===== config.mk =====
export PLATFORM = sky130hd
export DESIGN_NAME = port_change_irq
export DESIGN_NICKNAME = d
export VERILOG_FILES = /design/src/rtl/pcx_pkg.sv /design/src/rtl/pcx_clear_ctrl.sv /design/src/rtl/pcx_ref_reg.sv /design/src/rtl/pcx_change_det.sv /design/src/rtl/pcx_irq_flag.sv /design/src/rtl/port_change_irq.sv
export SDC_FILE = /design/constraint.sdc
export NUM_CORES = 1
export LEC_CHECK = 0
export CAP_MARGIN = 5
export CORE_AREA = 2 2 39 41
export CTS_CLUSTER_SIZE = 20
export DETAILED_ROUTE_END_ITERATION = 16
export DIE_AREA = 0 0 41 43
export PLACE_DENSITY = 0.67
export SYNTH_ARGS = -nofsm -noshare
export SYNTH_HDL_FRONTEND = slang
export SYNTH_SLANG_ARGS = --single-unit

===== constraint.sdc =====
create_clock -name clk -period 1.3 [get_ports clk]
set_clock_uncertainty 0.2 [all_clocks]
set_input_delay 0.26 -clock clk [delete_from_list [all_inputs] [get_ports clk]]
set_output_delay 0.26 -clock clk [all_outputs]
set_load 0.01 [all_outputs]

===== src/rtl/pcx_pkg.sv =====
package pcx_pkg;
   typedef enum logic {
      XFER_WRITE = 1'b0,
      XFER_READ  = 1'b1
   } xfer_dir_e;

   // qualified clear: the direction selects which acknowledge edge counts
   function automatic logic ack_clear(input logic sel, input xfer_dir_e dir,
                                      input logic rd_rise, input logic wr_fall);
      logic edge_ok;
      edge_ok = (dir == XFER_READ) ? rd_rise : wr_fall;
      return sel & edge_ok;
   endfunction
endpackage


===== src/rtl/pcx_clear_ctrl.sv =====
module pcx_clear_ctrl
   import pcx_pkg::*;
(
   input  logic sel,
   input  logic rd_dir,
   input  logic rd_rise,
   input  logic wr_fall,
   output logic clear
);
   xfer_dir_e dir;

   always_comb begin
      dir   = rd_dir ? XFER_READ : XFER_WRITE;
      clear = ack_clear(sel, dir, rd_rise, wr_fall);
   end
endmodule


===== src/rtl/pcx_ref_reg.sv =====
module pcx_ref_reg #(
   parameter int          WIDTH     = 8,
   parameter logic [WIDTH-1:0] RESET_VAL = '1
) (
   input  logic             clk,
   input  logic             rst_n,
   input  logic             load,
   input  logic [WIDTH-1:0] d,
   output logic [WIDTH-1:0] q
);
   generate
      if (WIDTH < 1) begin : g_bad_width
         $error("pcx_ref_reg: WIDTH must be at least 1");
      end
   endgenerate

   always_ff @(posedge clk or negedge rst_n) begin
      if (!rst_n)    q <= RESET_VAL;
      else if (load) q <= d;
   end
endmodule


===== src/rtl/pcx_change_det.sv =====
module pcx_change_det #(
   parameter int WIDTH   = 8,
   parameter bit TREE_OR = 1'b0
) (
   input  logic [WIDTH-1:0] port_val,
   input  logic [WIDTH-1:0] ref_val,
   output logic             differ
);
   localparam int PAIRS = (WIDTH + 1) / 2;

   logic [WIDTH-1:0] bit_diff;

   for (genvar i = 0; i < WIDTH; i++) begin : g_bit
      assign bit_diff[i] = port_val[i] ^ ref_val[i];
   end

   generate
      if (TREE_OR && WIDTH > 1) begin : g_tree
         logic [PAIRS-1:0] pair_diff;
         for (genvar p = 0; p < PAIRS; p++) begin : g_pair
            if (2*p + 1 < WIDTH) begin : g_two
               assign pair_diff[p] = bit_diff[2*p] | bit_diff[2*p+1];
            end else begin : g_one
               assign pair_diff[p] = bit_diff[2*p];
            end
         end
         assign differ = |pair_diff;
      end else begin : g_flat
         assign differ = |bit_diff;
      end
   endgenerate
endmodule


===== src/rtl/pcx_irq_flag.sv =====
module pcx_irq_flag (
   input  logic clk,
   input  logic rst_n,
   input  logic clear,
   input  logic differ,
   output logic drive
);
   always_ff @(posedge clk or negedge rst_n) begin
      if (!rst_n)     drive <= 1'b0;
      else if (clear) drive <= 1'b0;
      else            drive <= differ;
   end
endmodule


===== src/rtl/port_change_irq.sv =====
module port_change_irq #(
   parameter int               WIDTH     = 8,
   parameter logic [WIDTH-1:0] RESET_VAL = '1,
   parameter bit               TREE_OR   = 1'b0
) (
   input  logic             clk,
   input  logic             rst_n,
   input  logic [WIDTH-1:0] port_in,
   input  logic             xfer_sel,
   input  logic             xfer_rd,
   input  logic             rd_ack_rise,
   input  logic             wr_ack_fall,
   output logic             irq_drive
);
   generate
      if (WIDTH < 1 || WIDTH > 64) begin : g_bad_width
         $error("port_change_irq: WIDTH out of range 1..64");
      end
   endgenerate

   logic             clear;
   logic             differ;
   logic [WIDTH-1:0] ref_q;

   pcx_clear_ctrl u_clr (
      .sel     (xfer_sel),
      .rd_dir  (xfer_rd),
      .rd_rise (rd_ack_rise),
      .wr_fall (wr_ack_fall),
      .clear   (clear)
   );

   pcx_ref_reg #(.WIDTH(WIDTH), .RESET_VAL(RESET_VAL)) u_ref (
      .clk   (clk),
      .rst_n (rst_n),
      .load  (clear),
      .d     (port_in),
      .q     (ref_q)
   );

   pcx_change_det #(.WIDTH(WIDTH), .TREE_OR(TREE_OR)) u_det (
      .port_val (port_in),
      .ref_val  (ref_q),
      .differ   (differ)
   );

   pcx_irq_flag u_flag (
      .clk    (clk),
      .rst_n  (rst_n),
      .clear  (clear),
      .differ (differ),
      .drive  (irq_drive)
   );

   // a qualified acknowledge edge releases the pin on the next edge
   assert_clear_release_R4: assert property (@(posedge clk) disable iff (!rst_n)
      clear |=> !irq_drive);

   // every clear captures the sampled port byte as the new reference
   assert_ref_capture_R8: assert property (@(posedge clk) disable iff (!rst_n)
      clear |=> (ref_q == $past(port_in)));

   // no clear, no reference movement
   assert_ref_hold_R7: assert property (@(posedge clk) disable iff (!rst_n)
      !clear |=> $stable(ref_q));

   // mismatch without clear raises the request
   assert_raise_R2: assert property (@(posedge clk) disable iff (!rst_n)
      (!clear && (port_in != ref_q)) |=> irq_drive);

   // match without clear releases the request
   assert_selfclear_R3: assert property (@(posedge clk) disable iff (!rst_n)
      (!clear && (port_in == ref_q)) |=> !irq_drive);
endmodule


==> results of run 1 <==
## critical path, cell delays in order, from the launching register on
cell	delay, ps
dfstp_2	540
xor2_1	60
nor4_1	300
a21boi_1	110
## routing by layer
layer	share of wire	vias up
li1	-	151
met1	0.41	153
met2	0.51	11
met3	0.068	2
met4	0.011	0
met5	0	-
## Yosys cell counts
cell | number | area, um2
dfstp_2 | 8 | 210.2
nand2_8 | 1 | 20.02
dfrtp_1 | 1 | 25.02
mux2_4 | 9 | 135.1
nor4_1 | 2 | 12.51
xor2_1 | 8 | 70.07
a21boi_1 | 1 | 7.510
## metrics by stage
| step | utilization | area [um2] | setup TNS (ps) | instances | setup slack [ps] |
|---|---|---|---|---|---|
| after global routing | 0.5036 | 696.9 | -86.29 | 68 | -86.29 |
| after CTS | 0.4991 | 690.7 | -38.54 | 68 | -38.54 |
| final | 0.5036 | 696.9 | -38.51 | 68 | -38.51 |
| after detailed placement | 0.4792 | 663.1 | -4298 | 63 | -498.0 |
| after floorplan | - | 480.5 | 0 | 30 | 34.66 |
| after global placement | 0.4792 | 663.1 | -4139 | 63 | -478.3 |
## area by class of cell
class,instances,area (um2),share of cell area
clock buffer,4,26.28,0.03770
multi-input combinational,22,262.8,0.3770
tap,16,20.02,0.02873
sequential,9,235.2,0.3375
timing repair buffer,17,152.6,0.2190
## cells in the final DEF, fill, tap and decap left out, drive strengths merged
master         n
nand2          2
clkdlybuf4s50  9
dlygate4sd2    4
mux2           9
clkbuf         4
buf            4
a21boi         1
dfstp          8
xor2           8
dfrtp          1
nor4           2
## power by group through the flow
stage / Combinational, W / Sequential (W) / Clock (W)
6_report: 0.000208 / 0.000391 / 0.000215
4_1_cts: 0.000205 / 0.000391 / 0.000228
3_3_place_gp: 0.000198 / 0.000391 / 0
3_5_place_dp: 0.000205 / 0.000394 / 0
5_1_grt: 0.000225 / 0.000398 / 0.000242
2_1_floorplan: 0.000126 / 0.000387 / 0
## cell families (layout without fill, tap and decap cells)
family,Yosys count,after routing,share of synthesized area
buf+inv,0,21,0
xor+xnor,8,8,0.1458
simple gates,3,4,0.06771
mux,9,9,0.2813
compound gates,1,1,0.01563
flops,9,9,0.4896
## what timing repair did
item                                    4_1_cts  5_1_grt
gates resized for setup                       8        1
endpoints found under the setup margin       10        1
cloned                                        1        0
pin swaps                                     4        0
hold buffers                                  0        0
setup buffers                                 0        0
## flip-flops by register name (all words and copies together) (netlist names)
name          count
u_flag.drive      1
u_ref.q           8
## path summary, 6_finish.rpt
check	end	startpoint	slack [ps]	depth (start not counted)
setup reg to reg	u_flag.drive	u_ref.q[1]	-40	3
setup / recovery	u_flag.drive	u_ref.q[1]	-40	3
hold reg to reg	u_ref.q[1]	u_ref.q[1]	420	1
min in group clk	u_ref.q[1]	u_ref.q[1]	420	1
hold / removal	u_flag.drive	rst_n	110	1
max in group asynchronous	u_ref.q[3]	rst_n	470	1
==> impl_metrics.toml, run 1 <==
[global_route]
grt_use_total = 0.1373
grt_antenna_before_repair = 0
pin_count_of_the_biggest_net_entering_global_routing = 10
grt_use_met3 = 0.03141
grt_use_met2 = 0.2125
grt_most_used_layer = "met2"
gr-total-overflow = 0
grt_pass1_wl_um = 1538
grt_pass1_vias = 364
grt_util_met1 = 0.1544

[layout]
fin_nets = 67
final.fill_count = 126
layout-drive-gt1-share = 0.5192
area_delta_synth_final_pct = 45.05
antenna_fix_cells = 0

[sta]
timing.final.crit_period_ps = 1339
setup_viol_count_final = 1
hold_viol = 0
max_freq_mhz = 747.1
tightestPinTransition_ps = 419.6
rsz0062_at_grt = "yes"
timing.final.crit_share = 1.030
worst_hold_slack_across_all_endpoints_ps = 106.5
setup_slack_ps = -38.51
slew_violations = 0
timing.slew.headroom = 0.7194

[synthesis]
post_synth.cell_area_avg_um2 = 16.02
synth_cell_type_count = 7
synth_cells = 30
synth_nets = 44
post_synth_instance_area_um2 = 480.5
synth-warning-count = 0
ys_seq_elements = 9
ys_seq_area_frac = 0.4896

[power_and_ir_drop]
power.clock.fraction = 0.264
power_density_nw_per_um2 = 1167
power_frac_seq = 0.480
power.combinational.fraction = 0.256
p_leak_nw = 0.3137
vdd.ir_drop.worst_mv = 0.6143
switching_share = 0.2497
power.internal_w = 0.0006100
total_switching_power_w = 0.0002030
report.power.total_w = 0.0008130

[cts]
ctsLongestPathBuffers = 2
h-tree-depth = 1
clock_tree_from_tritoncts = "yes"
cts.sinks = 9
clock-root-buffer = "clkbuf_4"
insertion_delay_ps = 260
clkSlewWorstSetupHoldPaths_ps = 60
inserted_clock_buffers = 3

[die]
floorplan.initialDensity = 0.3472
die-width_um = 41
floorplan.core_area_um2 = 1384
chipHeight_um = 43
dieArea_um2 = 1763
std_cell_rows = 14
io_pins = 15

[place]
gp_congestion = 0.6704
place.port_buffers = 14

[drt]
detail_route.drc_violations = 0
routed-via-count = 317
drtPass1Iterations = 3
detail_route.wirelength_um = 927
routedWlPerCell_um = 13.63
antenna_left = 0
drtIter0Drc = 2
detail_route.vias_per_cell = 4.662

[worst_setup_path]
setup.worst_path.end_class = "flip-flop"
worst_ep_required_time_ps = 1230
startpoint_type = "flip-flop"
cp_data_arrival_time_ps = 1270
cp_max_fo = 2
critical_path_class = "reg2reg"

[run_status]
run_status = "complete, but fails checks"
failed_checks = "setup timing"

[flow_run]
cap_viol_max_count = 0

[min_path]
worstHoldPathType = "in2async"
Note: power is estimated with default switching activity, not from simulation.
==> run 2: changes to the inputs <==
--- a/config.mk
+++ b/config.mk
@@ -7,6 +7,7 @@
 export LEC_CHECK = 0
 export CAP_MARGIN = 5
 export CORE_AREA = 2 2 39 41
+export CTS_BUF_LIST = sky130_fd_sc_hd__clkbuf_4 sky130_fd_sc_hd__clkbuf_8 sky130_fd_sc_hd__clkbuf_16
 export CTS_CLUSTER_SIZE = 20
 export DETAILED_ROUTE_END_ITERATION = 16
 export DIE_AREA = 0 0 41 43
==> run 2 against run 1 <==
The flow still finishes with violations (setup timing); core utilization increased by 0.27 points; hold slack barely moved; via count unchanged; non-clock buffer count unchanged; global-route usage unchanged; maximum frequency about the same; first-iteration DRC count unchanged; largest cell class unchanged.
==> impl_metrics.toml, run 2 (synthesis results as in run 1) <==
[cts]
clock-root-buffer = "clkbuf_4"
cts_hold_buffers = 0
ctsLongestPathBuffers = 2
clkSlewWorstSetupHoldPaths_ps = 60
h-tree-depth = 1
inserted_clock_buffers = 3
insertion_delay_ps = 260
postCtsSetupBuffers = 0
cts.sinks = 9
clock_tree_from_tritoncts = "yes"

[global_route]
pin_count_of_the_biggest_net_entering_global_routing = 10
grt_pass1_wl_um = 1538
grt_pass1_vias = 364
grt_antenna_before_repair = 0
grt_use_met2 = 0.2125
grt_use_total = 0.1373
grt_use_met3 = 0.03141
grt_util_met1 = 0.1544
grt_most_used_layer = "met2"
gr-total-overflow = 0

[worst_setup_path]
critical_path.reg2reg.startpoint = "u_ref.q[1]"
startpoint_type = "flip-flop"
cp_data_arrival_time_ps = 1270
setup.worst_path.end_class = "flip-flop"
timing.critical_path.from = "u_ref.q[1]"
worst_r2r_endpoint = "u_flag.drive"
worst-r2r-cell-count = 3
crit_path_end = "u_flag.drive"
critical_path_class = "reg2reg"
worst_ep_required_time_ps = 1230
rrSetupSlack_ps = -40
cp_max_fo = 2

[layout]
layout-drive-gt1-share = 0.5385
antenna_fix_cells = 0
final.fill_count = 124
multi_input_area_um2 = 262.8
reg.largest.list = "u_ref.q (8), u_flag.drive (1)"
area_delta_synth_final_pct = 45.83
fin_nets = 67
largest-register = "u_ref.q"
sequential_cell_area_um2 = 235.2
layout_common_cells = "9 x mux2_4, 9 x clkdlybuf4s50_1, 8 x xor2_1, 8 x dfstp_2"
largest_register_ff_count = 8

[min_path]
worstHoldPathType = "in2async"

[drt]
routedWlPerCell_um = 13.62
detail_route.vias_per_cell = 4.662
drtPass1Iterations = 3
drtIter0Drc = 2
detail_route.wirelength_um = 926
routed-via-count = 317
antenna_left = 0
detail_route.drc_violations = 0

[power_and_ir_drop]
p_leak_nw = 0.3171
report.power.total_w = 0.0008338
vdd.ir_drop.worst_mv = 0.6144
power_density_nw_per_um2 = 1190

[run_status]
failed_checks = "setup timing"
run_status = "complete, but fails checks"

[die]
io_pins = 15
dieArea_um2 = 1763
floorplan.core_area_um2 = 1384
floorplan.initialDensity = 0.3472
chipHeight_um = 43
std_cell_rows = 14
die-width_um = 41

[place]
preCtsSetupSlack_ps = -498.0
gp_congestion = 0.6704
place.port_buffers = 14

[sta]
slew_violations = 0
timing.slew.headroom = 0.7194
max_freq_mhz = 747.1
worst_hold_slack_across_all_endpoints_ps = 106.5
rsz0062_at_grt = "yes"
hold_viol = 0
timing.final.crit_share = 1.030
setup_viol_count_final = 1
tightestPinTransition_ps = 419.6
timing.final.crit_period_ps = 1339
setup_slack_ps = -38.53

[flow_run]
cap_viol_max_count = 0
==> run 2: cell types whose count changed in the layout (fill, tap and decap cells not counted) <==
cell and delta:
clkbuf_4 +1, clkbuf_1 -1
==> run 2: worst max-delay path, stage by stage (launching register included) <==
cell	delay, ps
dfstp_2	540
xor2_1	60
nor4_1	300
a21boi_1	110
==> run 2: worst min path at each step <==
| stage | start | endpoint | slack, ps |
|---|---|---|---|
| 6_report | rst_n | u_flag.drive | 110 |
| 5_1_grt | rst_n | u_flag.drive | 120 |
| 4_1_cts | rst_n | u_flag.drive | 110 |
| 3_5_place_dp | rst_n | u_flag.drive | 390 |
| 3_3_place_gp | rst_n | u_flag.drive | 370 |
| 2_1_floorplan | rst_n | u_flag.drive | -240 |
==> run 2: layout make-up <==
cell class,count,area share
Sequential cell,9,0.3357
Tap cell,16,0.02857
Clock buffer,4,0.04286
Timing Repair Buffer,17,0.2179
Multi-Input combinational cell,22,0.3750
==> run 2: through the flow <==
| step | area (um2) | setup TNS [ps] | util | instances |
|---|---|---|---|---|
| final | 700.7 | -38.53 | 0.5063 | 68 |
| after global routing | 700.7 | -86.40 | 0.5063 | 68 |
| after CTS | 694.4 | -38.35 | 0.5018 | 68 |
| after detailed placement | 663.1 | -4298 | 0.4792 | 63 |
| after global placement | 663.1 | -4139 | 0.4792 | 63 |
| after floorplan | 480.5 | 0 | - | 30 |
==> run 2: power breakdown <==
group / leakage, nW / internal (W) / total [W] / switching, W
Sequential: 0.0944 / 0.000358 / 0.000391 / 0.0000325
Clock: 0.0184 / 0.000139 / 0.000236 / 0.0000965
Combinational: 0.204 / 0.000134 / 0.000208 / 0.0000741
Total: 0.317 / 0.000631 / 0.000834 / 0.000203
==> run 2: what timing repair did <==
item | in CTS | in global routing
cloned | 1 | 0
setup endpoints to repair | 10 | 1
pin swaps | 4 | 0
resized for setup | 8 | 1
==> run 2: layer usage <==
layer / vias up / wire [um]
met3: 2 / 63
met5: - / 0
li1: 151 / -
met2: 11 / 474
met1: 153 / 379
met4: 0 / 10
